`src/rtl/twb_master.sv`:
```
module twb_master #(
  parameter int unsigned SYS_CLK_HZ = 50_000_000
) (
  input  logic       clk,
  input  logic       rst_n,
  input  logic       cmd_valid,
  input  logic [1:0] cmd,
  input  logic [7:0] wr_data,
  input  logic       rd_nack,
  output logic       busy,
  output logic       done,
  output logic       ack_out,
  output logic [7:0] rd_data,
  output logic       scl_oe,
  output logic       sda_oe,
  input  logic       sda_in
);

  function automatic int unsigned cyc(input longint unsigned ns);
    longint unsigned c;
    c = (ns * longint'(SYS_CLK_HZ) + 64'd999_999_999) / 64'd1_000_000_000;
    return (c == 0) ? 1 : int'(c);
  endfunction

  localparam int unsigned HIGH_C  = cyc(4000);
  localparam int unsigned SUDAT_C = cyc(250);
  localparam int unsigned LOW_A   = cyc(4700);
  localparam int unsigned LOW_B   = (cyc(10000) > HIGH_C) ? cyc(10000) - HIGH_C : 1;
  localparam int unsigned LOW_AB  = (LOW_A > LOW_B) ? LOW_A : LOW_B;
  localparam int unsigned LOW_C   = (LOW_AB > SUDAT_C) ? LOW_AB : SUDAT_C + 1;
  localparam int unsigned HDSTA_C = cyc(4000);
  localparam int unsigned SUSTA_C = cyc(4700);
  localparam int unsigned SUSTO_C = cyc(4700);
  localparam int unsigned BUF_C   = cyc(4700);
  localparam int unsigned MAX_C   = (LOW_C > SUSTA_C) ? LOW_C : SUSTA_C;
  localparam int unsigned CW      = $clog2(MAX_C + 1);

  localparam logic [1:0] C_START = 2'd0;
  localparam logic [1:0] C_STOP  = 2'd1;
  localparam logic [1:0] C_WRITE = 2'd2;

  typedef enum logic [3:0] {
    S_FREE, S_STA_HD, S_HOLD, S_BLO, S_BHI,
    S_RS_LO, S_RS_HI, S_SP_LO, S_SP_HI, S_SP_BUF
  } state_t;

  state_t        st;
  logic [CW-1:0] cnt;
  logic [3:0]    bitn;
  logic [7:0]    sh;
  logic          is_rd, mnack;
  logic [1:0]    sync;
  logic          lo_sda;

  wire smp       = sync[1];
  wire last      = (cnt == '0);
  wire first_low = (cnt == CW'(LOW_C - 1));

  assign busy = !(st == S_FREE || st == S_HOLD);

  always_comb begin
    case (st)
      S_BLO:   lo_sda = (bitn == 4'd8) ? (is_rd & ~mnack) : (~is_rd & ~sh[7]);
      S_SP_LO: lo_sda = 1'b1;
      default: lo_sda = 1'b0;
    endcase
  end

  always_ff @(posedge clk) begin
    if (!rst_n) begin
      st      <= S_FREE;
      cnt     <= '0;
      bitn    <= '0;
      sh      <= '0;
      is_rd   <= 1'b0;
      mnack   <= 1'b0;
      scl_oe  <= 1'b0;
      sda_oe  <= 1'b0;
      done    <= 1'b0;
      ack_out <= 1'b0;
      rd_data <= '0;
      sync    <= 2'b11;
    end else begin
      done <= 1'b0;
      sync <= {sync[0], sda_in};
      if (!last) cnt <= cnt - 1'b1;
      case (st)
        S_FREE:
          if (cmd_valid && cmd == C_START) begin
            sda_oe <= 1'b1;
            cnt    <= CW'(HDSTA_C - 1);
            st     <= S_STA_HD;
          end
        S_STA_HD:
          if (last) begin
            scl_oe <= 1'b1;
            done   <= 1'b1;
            st     <= S_HOLD;
          end
        S_HOLD:
          if (cmd_valid) begin
            cnt  <= CW'(LOW_C - 1);
            bitn <= '0;
            case (cmd)
              C_START: st <= S_RS_LO;
              C_STOP:  st <= S_SP_LO;
              C_WRITE: begin
                sh    <= wr_data;
                is_rd <= 1'b0;
                st    <= S_BLO;
              end
              default: begin
                is_rd <= 1'b1;
                mnack <= rd_nack;
                st    <= S_BLO;
              end
            endcase
          end
        S_BLO, S_RS_LO, S_SP_LO: begin
          if (first_low) sda_oe <= lo_sda;
          if (last) begin
            scl_oe <= 1'b0;
            case (st)
              S_BLO:   begin cnt <= CW'(HIGH_C - 1);  st <= S_BHI;   end
              S_RS_LO: begin cnt <= CW'(SUSTA_C - 1); st <= S_RS_HI; end
              default: begin cnt <= CW'(SUSTO_C - 1); st <= S_SP_HI; end
            endcase
          end
        end
        S_BHI:
          if (last) begin
            scl_oe <= 1'b1;
            cnt    <= CW'(LOW_C - 1);
            if (bitn != 4'd8) begin
              sh   <= {sh[6:0], smp};
              bitn <= bitn + 1'b1;
              st   <= S_BLO;
            end else begin
              if (is_rd) rd_data <= sh;
              else       ack_out <= ~smp;
              done <= 1'b1;
              st   <= S_HOLD;
            end
          end
        S_RS_HI:
          if (last) begin
            sda_oe <= 1'b1;
            cnt    <= CW'(HDSTA_C - 1);
            st     <= S_STA_HD;
          end
        S_SP_HI:
          if (last) begin
            sda_oe <= 1'b0;
            cnt    <= CW'(BUF_C - 1);
            st     <= S_SP_BUF;
          end
        S_SP_BUF:
          if (last) begin
            done <= 1'b1;
            st   <= S_FREE;
          end
        default: st <= S_FREE;
      endcase
    end
  end

  logic [15:0] lo_run, hi_run;
  always_ff @(posedge clk) begin
    if (!rst_n) begin
      lo_run <= '0;
      hi_run <= '0;
    end else begin
      lo_run <= scl_oe ? ((lo_run == 16'hffff) ? lo_run : lo_run + 1'b1) : '0;
      hi_run <= scl_oe ? '0 : ((hi_run == 16'hffff) ? hi_run : hi_run + 1'b1);
    end
  end


  free_lines_chk: assert property (@(posedge clk) disable iff (!rst_n)
    (st == S_FREE) |-> (!scl_oe && !sda_oe && !busy));


  low_len_chk: assert property (@(posedge clk) disable iff (!rst_n)
    $fell(scl_oe) |-> (lo_run >= 16'(LOW_C)));


  high_len_chk: assert property (@(posedge clk) disable iff (!rst_n)
    $rose(scl_oe) |-> (hi_run >= 16'(HIGH_C)));


  sda_apart_chk: assert property (@(posedge clk) disable iff (!rst_n)
    !$stable(sda_oe) |-> $stable(scl_oe));


  sda_high_chk: assert property (@(posedge clk) disable iff (!rst_n)
    (!$stable(sda_oe) && !scl_oe) |-> (st == S_STA_HD || st == S_SP_BUF));


  done_pulse_chk: assert property (@(posedge clk) disable iff (!rst_n)
    done |=> !done);


  done_idle_chk: assert property (@(posedge clk) disable iff (!rst_n)
    done |-> !busy);

endmodule

```
`config.mk`:
```
export PLATFORM = sky130hd
export DESIGN_NAME = twb_master
export DESIGN_NICKNAME = d
export VERILOG_FILES = /design/src/rtl/twb_master.sv
export SDC_FILE = /design/constraint.sdc
export NUM_CORES = 1
export LEC_CHECK = 0
export CORE_ASPECT_RATIO = 1.75
export CORE_MARGIN = 2
export CORE_UTILIZATION = 44
export CTS_CLUSTER_SIZE = 28
export DETAILED_ROUTE_END_ITERATION = 6
export SYNTH_ARGS = -nofsm -noshare
export SYNTH_HDL_FRONTEND = slang
export SYNTH_SLANG_ARGS = --single-unit
```
`constraint.sdc`:
```
create_clock -name clk -period 7.2 [get_ports clk]
set_clock_uncertainty 0.05 [all_clocks]
set_input_delay 1.44 -clock clk [delete_from_list [all_inputs] [get_ports clk]]
set_output_delay 1.44 -clock clk [all_outputs]
set_load 0.03 [all_outputs]
```
==> impl_metrics.py <==
metrics = {
    "power": {
        "powerDensity_nw_per_um2": 331,
        "finalPower_uw": 976,
        "p_leak_uw": 0.00114,
        "peakVddDrop_mv": 0.184,
    },
    "worst_setup_path": {
        "slowest_delay_ns": 0.59,
        "cp_slowest_cell": "and2_1",
        "cp_top_family": "simple AND/OR/NAND/NOR gates",
        "crit_fanout": 18,
        "crit_cells": 11,
        "cp-startpoint": "cnt[0]$_SDFF_PN0_",
        "worstPathRequired_ns": 7.34,
        "crit_buf_inv": 2,
        "cp-start-kind": "flip-flop",
        "endpoint_kind": "flip-flop",
        "path_cells": "inv_1 -> ha_1 -> nor4b_2 -> and2_1 -> inv_2 -> ha_1 -> nor2_1 -> a31oi_1 -> o22a_1 -> nor2_1 -> o41a_1",
        "timing_worst_setup_path_type": "flip-flop to flip-flop",
        "rr_worst_depth": 11,
        "r2r_start": "cnt[0]$_SDFF_PN0_",
        "timing.rr.end": "cnt[0]$_SDFF_PN0_",
        "r2r_slack_ns": 3.77,
        "crit_arrival_ns": 3.57,
    },
    "finish": {
        "final_util_pct": 53.2,
        "nFillCells": 584,
        "regArea_um2": 821,
        "final_area_um2": 2950,
        "antenna_cells": 0,
        "fin_nets": 344,
        "syn2layout_area_growth_pct": 17.1,
        "multi_input_area_um2": 1560,
        "drive_above_1_share_pct": 8.64,
    },
    "floorplanning": {
        "initial_utilization_pct": 45.4,
        "row_count": 36,
        "ios": 28,
        "die_y_um": 104,
        "core_area_um2": 5540,
        "fp.dieW_um": 61.2,
        "die_area_um2": 6370,
    },
    "place": {
        "placed_area_um2": 2830,
        "place_hpwl_mm": 4.83,
        "gp_congestion": 0.906,
        "io_buffer_count": 27,
    },
    "logic_synthesis": {
        "synth_area_leader_cell": "dfxtp_1",
        "synth_ff_type": "dfxtp_1",
        "ys_async_sr_fraction_pct": 0,
        "yosys.area.top_type_share_pct": 32.6,
        "yosysSeqAreaShare_pct": 32.6,
        "avgSynthCellArea_um2": 8.25,
        "synth_area_leaders": "dfxtp_1 (33%), nand2_1 (6.6%), mux2i_1 (5.2%), o211a_1 (4.0%), a21oi_1 (3.4%)",
        "syn_area_um2": 2520,
        "synth-seq-cells": 41,
        "yosys.cell_types.count": 58,
        "synth.yosys.warnings": 0,
        "synth_fp_nets": 326,
        "synthCells": 305,
        "post-synth-top-count-cell": "nand2_1",
        "synth_edf_count": 0,
        "synthTopCellsByCount": "nand2_1 (44), dfxtp_1 (41), nor2_1 (20)",
    },
    "timing": {
        "period_share_pct": 47.7,
        "finalSetupTns_ns": 0,
        "maxSlewViolCount": 0,
        "setup_viol": 0,
        "tightest_slew_ns": 1.05,
        "hold_ws_ns": 0.363,
        "max_freq_mhz": 291,
        "relSlewSlack_pct": 29.7,
        "rsz0062_at_grt": "false",
        "hold_violations": 0,
        "layout_min_cycle_time_ns": 3.43,
    },
    "detailed_routing": {
        "drt_pass1_iterations": 4,
        "totalWireLength_mm": 6.52,
        "viasPerCell": 5.81,
        "drt_iter0_drc": 102,
        "num_vias": 2324,
        "routedWlPerCell_um": 16.3,
        "postRouteAntennaNets": 0,
        "drcViolationCount": 0,
    },
    "clock_network": {
        "clk_path_buf_depth": 2,
        "clkLatencyLatePin_ns": 0.30,
        "numCtsBuffers": 5,
        "cts_tree": "done",
        "postCtsSetupRepairBufs": 0,
        "clock-sinks": 41,
        "htreeDepth": 2,
        "clk_pin_slew_worst_paths_ns": 0.09,
        "cts-resized-gates": 0,
        "hold_buffers": 0,
        "cts_root_buf": "clkbuf_8",
    },
    "min_path": {
        "holdCritStartpoint": "sync[0]$_SDFF_PN1_",
        "hp-class": "flip-flop to flip-flop",
        "whs_path_depth": 1,
        "whs_endpoint": "sync[1]$_SDFF_PN1_",
    },
    "global_route": {
        "grt_pass1_wl_mm": 11.0,
        "grt_pass1_vias": 2332,
        "grt_max_degree": 29,
        "grt_antenna_before_repair": 0,
        "grt_usage_pct": 22.5,
        "grt-ovfl-total": 0,
    },
    "run": {
        "drv_cap": 0,
    },
    "status": {
        "outcome": "complete, no violations",
    },
}
## report_power, final
group	internal [µW]	switching [µW]
clock network	113	88.2
registers	262	45.0
logic	190	277
total	565	410
## cells by family (layout without fill, tap and decap cells)
family	after synthesis	after routing	synth area share (%)
xor+xnor	5	5	1.74
mux	13	13	5.17
fa+ha+maj	6	6	2.98
compound gates	92	92	27.0
flops	41	41	32.6
buf+inv	33	52	5.62
simple gates	115	115	24.9
## through the flow
step,setup WS (ns),std cells
floorplan,4.30,305
global placement,3.61,392
detailed placement,3.56,392
CTS,3.73,400
global route,3.58,400
finish,3.77,400
## worst max path at each step
stage                              end  slack (ns)
floorplan           st[3]$_SDFFE_PN0P_        4.30
global placement     cnt[7]$_SDFF_PN0_        3.61
detailed placement   cnt[7]$_SDFF_PN0_        3.56
CTS                  cnt[0]$_SDFF_PN0_        3.73
global route         cnt[0]$_SDFF_PN0_        3.58
finish               cnt[0]$_SDFF_PN0_        3.77
## per-layer routing
| metal | global-route usage (%) | wire length, µm | vias to the layer above | share of wire [%] |
|---|---|---|---|---|
| li1 | - | - | 1141 | - |
| met1 | 23.3 | 2420 | 1102 | 37 |
| met2 | 39.1 | 3580 | 55 | 55 |
| met3 | 3.73 | 175 | 26 | 2.7 |
| met4 | 13.8 | 343 | 0 | 5.3 |
| met5 | 0 | 0 | - | 0 |
## registers in the layout, indices dropped and copies added, names as in the netlist
name	count
ack_out	1
bitn	4
cnt	9
done	1
is_rd	1
mnack	1
rd_data	8
scl_oe	1
sda_oe	1
sh	8
st	4
sync	2
## cells in the final DEF, fill, tap and decap left out, drive strengths merged, types with 3 or more instances in the layout
cell type       n
nand2b          5
a21oi          17
nand3           7
a211oi          4
inv            11
nor4b           5
ha              6
dfxtp          41
buf             6
nor2b           3
nand2          44
clkdlybuf4s50  27
a31oi           4
o21ai          13
nor3            7
o211ai          3
clkbuf          6
xnor2           4
or3             5
o211a          10
mux2i          13
a21boi         14
nor2           20
a211o           3
o21a            6
nor4            5
## area by class of cell
| type | instances | share of cell area (%) |
|---|---|---|
| multi-input combinational | 231 | 52.8 |
| tap | 76 | 3.23 |
| inverter | 11 | 1.40 |
| timing repair buffer | 33 | 10.7 |
| clock inverter | 2 | 1.27 |
| sequential | 41 | 27.8 |
| clock buffer | 6 | 2.80 |
(Power assumes the default switching activity.)
